[src/rtl/segaddr_pkg.sv]
package segaddr_pkg;

   typedef enum logic [1:0] {
      ACC_FETCH = 2'd0,
      ACC_STACK = 2'd1,
      ACC_FRAME = 2'd2,
      ACC_DATA  = 2'd3
   } acc_kind_e;

   localparam int unsigned NSEG      = 4;
   localparam int unsigned SEL_W     = 2;
   localparam logic [1:0]  SEG_CODE  = 2'd0;
   localparam logic [1:0]  SEG_DATA  = 2'd1;
   localparam logic [1:0]  SEG_STACK = 2'd2;
   localparam logic [1:0]  SEG_EXTRA = 2'd3;

   function automatic logic [1:0] default_seg(acc_kind_e kind);
      logic [1:0] sel;
      case (kind)
         ACC_FETCH: sel = SEG_CODE;
         ACC_STACK: sel = SEG_STACK;
         ACC_FRAME: sel = SEG_STACK;
         default:   sel = SEG_DATA;
      endcase
      return sel;
   endfunction

endpackage

[src/rtl/segaddr_segfile.sv]
module segaddr_segfile #(
   parameter int unsigned SEG_W = 16,
   parameter int unsigned NREG  = 4,
   parameter int unsigned SW    = 2
) (
   input  logic             clk,
   input  logic             rst_n,
   input  logic             we,
   input  logic [SW-1:0]    wsel,
   input  logic [SEG_W-1:0] wdata,
   input  logic [SW-1:0]    rsel,
   output logic [SEG_W-1:0] rdata
);

   if (NREG > (1 << SW)) begin : g_bad_sel
      $error("segaddr_segfile: select too narrow for register count");
   end
   if (SEG_W == 0) begin : g_bad_w
      $error("segaddr_segfile: zero segment width");
   end

   logic [SEG_W-1:0] seg_q [NREG];

   for (genvar i = 0; i < NREG; i++) begin : g_reg
      always_ff @(posedge clk) begin
         if (!rst_n) begin
            seg_q[i] <= '0;
         end else if (we && (wsel == SW'(i))) begin
            seg_q[i] <= wdata;
         end
      end
   end

   always_comb begin
      rdata = '0;
      for (int k = 0; k < NREG; k++) begin
         if (rsel == SW'(k)) rdata = seg_q[k];
      end
   end

endmodule

[src/rtl/segaddr_phys.sv]
module segaddr_phys #(
   parameter int unsigned SEG_W = 16,
   parameter int unsigned OFF_W = 16,
   parameter int unsigned SHIFT = 4,
   parameter int unsigned PA_W  = 20
) (
   input  logic [SEG_W-1:0] seg,
   input  logic [OFF_W-1:0] off,
   output logic [PA_W-1:0]  phys
);

   localparam int unsigned BASE_W = SEG_W + SHIFT;
   localparam int unsigned SUM_W  = ((BASE_W > OFF_W) ? BASE_W : OFF_W) + 1;

   if (SHIFT == 0) begin : g_bad_shift
      $error("segaddr_phys: shift must be at least one");
   end
   if (PA_W < OFF_W) begin : g_bad_pa_lo
      $error("segaddr_phys: physical width below offset width");
   end
   if (PA_W >= SUM_W) begin : g_bad_pa_hi
      $error("segaddr_phys: physical width wider than the sum");
   end

   logic [SUM_W-1:0] base_ext;
   logic [SUM_W-1:0] off_ext;
   logic [SUM_W-1:0] sum;

   assign base_ext = {{(SUM_W-BASE_W){1'b0}}, seg, {SHIFT{1'b0}}};
   assign off_ext  = {{(SUM_W-OFF_W){1'b0}}, off};
   assign sum      = base_ext + off_ext;
   assign phys     = sum[PA_W-1:0];

endmodule

[src/rtl/segaddr_xfer.sv]
module segaddr_xfer #(
   parameter int unsigned PA_W   = 20,
   parameter int unsigned DATA_W = 16,
   parameter int unsigned BYTE_W = 8
) (
   input  logic              clk,
   input  logic              rst_n,
   input  logic              start,
   input  logic [PA_W-1:0]   base,
   input  logic              word,
   input  logic              wr,
   input  logic [DATA_W-1:0] wdata,
   output logic              busy,
   output logic              done,
   output logic [DATA_W-1:0] rd_data,
   output logic              mem_en,
   output logic              mem_we,
   output logic [PA_W-1:0]   mem_addr,
   output logic [BYTE_W-1:0] mem_wdata,
   input  logic [BYTE_W-1:0] mem_rdata
);

   localparam int unsigned LANES = DATA_W / BYTE_W;
   localparam int unsigned LW    = (LANES > 1) ? $clog2(LANES) : 1;

   if ((DATA_W % BYTE_W) != 0) begin : g_bad_lanes
      $error("segaddr_xfer: data width not a whole number of bytes");
   end
   if (PA_W <= LW) begin : g_bad_pa
      $error("segaddr_xfer: address too narrow");
   end

   typedef enum logic [1:0] {ST_IDLE, ST_ISSUE, ST_TAIL} st_e;

   st_e               state;
   logic [PA_W-1:0]   base_q;
   logic [LW-1:0]     lane_q;
   logic [LW-1:0]     last_q;
   logic              wr_q;
   logic [DATA_W-1:0] wdata_q;
   logic              done_q;
   logic [DATA_W-1:0] rd_q;
   logic [BYTE_W-1:0] buf_q    [LANES];
   logic [BYTE_W-1:0] lane_asm [LANES];
   logic [DATA_W-1:0] asm_flat;

   always_ff @(posedge clk) begin
      if (!rst_n) begin
         state   <= ST_IDLE;
         base_q  <= '0;
         lane_q  <= '0;
         last_q  <= '0;
         wr_q    <= 1'b0;
         wdata_q <= '0;
         done_q  <= 1'b0;
         rd_q    <= '0;
      end else begin
         done_q <= 1'b0;
         case (state)
            ST_IDLE: begin
               if (start) begin
                  state   <= ST_ISSUE;
                  base_q  <= base;
                  lane_q  <= '0;
                  last_q  <= word ? LW'(LANES - 1) : '0;
                  wr_q    <= wr;
                  wdata_q <= wdata;
               end
            end
            ST_ISSUE: begin
               if (lane_q == last_q) state <= ST_TAIL;
               else                  lane_q <= lane_q + 1'b1;
            end
            ST_TAIL: begin
               state  <= ST_IDLE;
               done_q <= 1'b1;
               if (!wr_q) rd_q <= asm_flat;
            end
            default: state <= ST_IDLE;
         endcase
      end
   end

   for (genvar i = 0; i < LANES; i++) begin : g_lane
      if (i < LANES - 1) begin : g_cap
         always_ff @(posedge clk) begin
            if (!rst_n) begin
               buf_q[i] <= '0;
            end else if ((state == ST_ISSUE) && (lane_q != '0) &&
                         ((lane_q - 1'b1) == LW'(i))) begin
               buf_q[i] <= mem_rdata;
            end
         end
      end else begin : g_top
         assign buf_q[i] = '0;
      end

      always_comb begin
         if (LW'(i) == last_q)     lane_asm[i] = mem_rdata;
         else if (LW'(i) > last_q) lane_asm[i] = '0;
         else                      lane_asm[i] = buf_q[i];
      end

      assign asm_flat[i*BYTE_W +: BYTE_W] = lane_asm[i];
   end

   assign busy      = (state != ST_IDLE);
   assign done      = done_q;
   assign rd_data   = rd_q;
   assign mem_en    = (state == ST_ISSUE);
   assign mem_we    = (state == ST_ISSUE) && wr_q;
   assign mem_addr  = base_q + {{(PA_W-LW){1'b0}}, lane_q};
   assign mem_wdata = wdata_q[int'(lane_q)*BYTE_W +: BYTE_W];

endmodule

[src/rtl/segaddr_unit.sv]
module segaddr_unit
   import segaddr_pkg::*;
#(
   parameter int unsigned SEG_W  = 16,
   parameter int unsigned OFF_W  = 16,
   parameter int unsigned SHIFT  = 4,
   parameter int unsigned DATA_W = 16,
   parameter int unsigned BYTE_W = 8,
   localparam int unsigned PA_W  = SEG_W + SHIFT
) (
   input  logic              clk,
   input  logic              rst_n,
   input  logic              seg_we,
   input  logic [1:0]        seg_sel,
   input  logic [SEG_W-1:0]  seg_wdata,
   input  logic              req_valid,
   input  logic [1:0]        req_kind,
   input  logic [OFF_W-1:0]  req_off,
   input  logic              req_wr,
   input  logic              req_word,
   input  logic [DATA_W-1:0] req_wdata,
   output logic              busy,
   output logic              done,
   output logic [DATA_W-1:0] rd_data,
   output logic              mem_en,
   output logic              mem_we,
   output logic [PA_W-1:0]   mem_addr,
   output logic [BYTE_W-1:0] mem_wdata,
   input  logic [BYTE_W-1:0] mem_rdata
);

   logic [SEL_W-1:0] rd_sel;
   logic [SEG_W-1:0] seg_val;
   logic [PA_W-1:0]  phys;

   assign rd_sel = default_seg(acc_kind_e'(req_kind));

   segaddr_segfile #(
      .SEG_W (SEG_W),
      .NREG  (NSEG),
      .SW    (SEL_W)
   ) u_segs (
      .clk   (clk),
      .rst_n (rst_n),
      .we    (seg_we),
      .wsel  (seg_sel),
      .wdata (seg_wdata),
      .rsel  (rd_sel),
      .rdata (seg_val)
   );

   segaddr_phys #(
      .SEG_W (SEG_W),
      .OFF_W (OFF_W),
      .SHIFT (SHIFT),
      .PA_W  (PA_W)
   ) u_phys (
      .seg  (seg_val),
      .off  (req_off),
      .phys (phys)
   );

   segaddr_xfer #(
      .PA_W   (PA_W),
      .DATA_W (DATA_W),
      .BYTE_W (BYTE_W)
   ) u_xfer (
      .clk       (clk),
      .rst_n     (rst_n),
      .start     (req_valid),
      .base      (phys),
      .word      (req_word),
      .wr        (req_wr),
      .wdata     (req_wdata),
      .busy      (busy),
      .done      (done),
      .rd_data   (rd_data),
      .mem_en    (mem_en),
      .mem_we    (mem_we),
      .mem_addr  (mem_addr),
      .mem_wdata (mem_wdata),
      .mem_rdata (mem_rdata)
   );

endmodule

[config.mk]
export PLATFORM = sky130hd
export DESIGN_NAME = segaddr_unit
export DESIGN_NICKNAME = d
export VERILOG_FILES = /design/src/rtl/segaddr_pkg.sv /design/src/rtl/segaddr_segfile.sv /design/src/rtl/segaddr_phys.sv /design/src/rtl/segaddr_xfer.sv /design/src/rtl/segaddr_unit.sv
export SDC_FILE = /design/constraint.sdc
export NUM_CORES = 1
export LEC_CHECK = 0
export ABC_AREA = 1
export BUFFER_PORTS_ARGS = -buffer_cell sky130_fd_sc_hd__buf_4
export CORE_MARGIN = 2
export CORE_UTILIZATION = 30
export DETAILED_ROUTE_END_ITERATION = 6
export GPL_TIMING_DRIVEN = 0
export HOLD_SLACK_MARGIN = 0.08
export PLACE_DENSITY = 0.53
export SYNTH_ARGS = -nofsm -noshare
export SYNTH_HDL_FRONTEND = slang
export SYNTH_SLANG_ARGS = --single-unit
export TNS_END_PERCENT = 1
[constraint.sdc]
create_clock -name clk -period 5.7 [get_ports clk]
set_input_delay 0.57 -clock clk [delete_from_list [all_inputs] [get_ports clk]]
set_output_delay 0.57 -clock clk [all_outputs]
set_load 0.01 [all_outputs]
==> flow_summary.ini <==
[clocking]
clock_sinks = 130
clockBufferDepth = 2
path_clk_slew_ns = 0.06
cts_max_level = 4
cts_resized = 0
clk_latency_ns = 0.42
cts_hold_repair.buffers = 0
cts_buffers = 17
postCtsSetupRepairBufs = 0
root_buffer = clkbuf_16
cts_tree = yes

[hold_path]
whs_path_depth = 3
worstHoldStart = req_wdata[4]
min_path_type = in2reg
min_to = u_xfer.wdata_q[4]

[placed_design]
place_ws_ns = 1.834
gp_congestion = 0.8489
placement.io_buffers = 111
hpwl_um = 12980
dp_cells = 1159

[synth]
ys_seq_area_share_pct = 50.20
synth_seq_cells = 130
synth_fp_nets = 859
avgSynthCellArea_sq_um = 8.357
async_flop_share_pct = 0
post_synth_instance_area_sq_um = 6460
synth_edf_count = 64
yosysWarningCount = 0
ys.flop_type = dfxtp_1
syn_inst = 773
synth.distinct_cells = 40

[floorplan]
rows = 53
start_util_pct = 30.63
die_w_um = 150.7
coreArea_sq_um = 21090
die_h_um = 150.7
io_pins = 114
die_area_sq_um = 22720

[worst_setup_path]
crit_top_cell = nand2_1
cp.arrival_ns = 3.69
slowest_stage = clkbuf_1
reg2regPathDepth = 15
r2r_end = u_xfer.base_q[18]
max_stage_delay_ns = 0.47
regToRegStartpoint = u_segs.seg_q[1][0]
crit_required_ns = 6.01
cp_max_fo = 10
cp-end-kind = flip-flop
r2r_setup_slack_ns = 3.36
crit_chain = buf_4, ha_1, inv_1, nand2_1, inv_2, clkbuf_1, a22oi_1, a21oi_1, ha_1, inv_1, fa_1, inv_1, nand3_1, nand2_1, nand3_1, nand4_1, nand2_1, nand2_1, nand3_1, nand2_1, inv_1
crit_path_start_kind = input port
critPathKind = in2reg

[timing]
period_share_pct = 59.31
finClkSkew_ns = 0.01674
setup_tns_ns = 0
tightest_slew_ns = 0.8409
setup_viol = 0
fmaxAchievable_mhz = 295.8
hold_violations = 0
maxSlewHeadroom_pct = 43.80
worst_slack_ns = 2.320
hold_slack_ns = 0.4062
maxSlewViolCount = 0
finalCriticalPeriod_ns = 3.380
rsz0062_at_grt = no

[pwr]
swShare_pct = 30.53
seqPwrFrac_pct = 41.5
p_int_mw = 1.835
p_leak_nw = 3.591
p_per_area_nw_per_um2 = 322.1
combPwrFrac_pct = 19.1
clkPwrFrac_pct = 39.3
vdd_drop_max_v = 0.0002099
p_sw_uw = 806.3

[routing]
dr.pass1.iters = 4
drt_iter0_drc = 322
drcViolationCount = 0
wl_per_cell_um = 14.78
vias = 5446
ant_nets = 0
via_per_inst = 4.573
routed_wl_um = 17600

[global_route]
use_met1_pct = 21.07
antenna_found_initial = 0
grt.total_usage_pct = 16.05
grt_use_met2_pct = 27.14
grt_max_degree = 17
grt_pass1_vias = 5415
busiest_layer = met2
grt_pass1_wl_um = 27780
grt_overflow = 0
met3_usage_pct = 2.848

[run_status]
outcome = finished, final reports clean

[layout]
nNetsFinal = 989
syn_to_final_growth_pct = 26.90
drive_gt1_share_pct = 19.21
diodes = 0
instances_no_fill = 1191

[flow_run]
maxCapViolations = 0
==> synth_stat cells (3+ instances only) <==
cell type	n	area (sq um)
nand3_1	28	140.1
nor2_1	128	480.5
inv_2	3	11.26
a21oi_1	59	295.3
edfxtp_1	64	1922
nand4_1	7	43.79
clkbuf_1	26	97.59
nand2_2	5	31.28
o22ai_1	8	50.05
ha_1	19	237.7
dfxtp_1	66	1321
nand3b_1	9	67.56
o21ai_0	61	305.3
or2_2	3	18.77
buf_6	3	33.78
nor2_4	3	33.78
buf_2	3	15.01
nand2_1	113	424.2
inv_1	90	337.8
nor2_2	5	31.28
nor3_1	8	40.04
xor2_1	24	210.2
a22oi_1	10	75.07
o211ai_1	7	52.55
==> sequential cells by signal (all words and copies together), names as in the netlist <==
name,count
u_segs.seg_q,64
u_xfer.base_q,20
u_xfer.buf_q,8
u_xfer.done,1
u_xfer.lane_q,1
u_xfer.last_q,1
u_xfer.rd_data,16
u_xfer.state,2
u_xfer.wdata_q,16
u_xfer.wr_q,1
==> how the worst max path moves through the flow <==
stage | start | to | slack, ns | cells past startpoint
3_3_place_gp | req_kind[0] | u_xfer.base_q[12] | 1.85 | 19
3_5_place_dp | req_kind[0] | u_xfer.base_q[18] | 1.83 | 21
4_1_cts | req_kind[0] | u_xfer.base_q[18] | 2.29 | 21
2_1_floorplan | req_kind[0] | u_xfer.base_q[12] | 2.68 | 18
5_1_grt | req_kind[0] | u_xfer.base_q[18] | 2.00 | 21
6_report | req_kind[0] | u_xfer.base_q[18] | 2.32 | 21
==> cell families after synthesis <==
family                   after synthesis  share of synthesized area, %
AO/OA/AOI/OAI                        152                         12.88
XOR/XNOR                              25                         3.390
adder cells (fa/ha/maj)               20                         3.990
buffers and inverters                128                         7.902
flip-flops                           130                         50.20
AND/OR/NAND/NOR                      318                         21.63
==> power groups by stage <==
stage,Combinational [mW],Sequential [mW],Clock (mW)
3_5_place_dp,0.512,1.12,0
3_3_place_gp,0.509,1.11,0
4_1_cts,0.514,1.10,1.06
6_report,0.506,1.10,1.04
2_1_floorplan,0.314,1.11,0
5_1_grt,0.574,1.11,1.10
==> per-layer routing <==
layer  vias up  wire length (um)
met5         -                 0
met3         8               845
met2       115              8433
met4         0               140
met1      2515              8181
li1       2808                 -
==> through the flow <==
stage,instance area (sq um),power [mW],util [%]
CTS,8198,2.670,38.88
detailed placement,7637,1.629,36.22
global route,8198,2.780,38.88
finish,8198,2.641,38.88
global placement,7637,1.624,36.22
floorplan,6460,1.424,-
==> cells in the final DEF, fill, tap and decap left out, types with 4 or more instances in the layout <==
cell	instances
ha_1	19
o21ai_0	61
o22ai_1	8
inv_6	7
nor2_1	128
edfxtp_1	64
o211ai_1	7
nor2_2	5
clkbuf_1	26
a22oi_1	10
nand4_1	7
inv_8	4
inv_1	90
dfxtp_1	66
buf_4	112
nand2_1	113
clkbuf_16	17
nand3b_1	9
nand2_2	5
a21oi_1	59
nand3_1	28
xor2_1	24
nor3_1	8
==> final cells by class <==
type	instances	area, sq um
Fill cell	2229	12890
Sequential cell	130	3243
Multi-Input combinational cell	515	2706
Timing Repair Buffer	111	833.3
Clock buffer	17	425.4
Inverter	95	356.6
Tap cell	275	344.1
Buffer	33	153.9
Clock inverter	15	135.1
==> worst max-delay path, delay by kind of cell <==
family	cells	cell delay, ns
fa+ha+maj	3	0.88
buf+inv	7	1.06
compound gates	2	0.34
simple gates	9	0.84
Note: power is estimated with default switching activity, not from simulation.
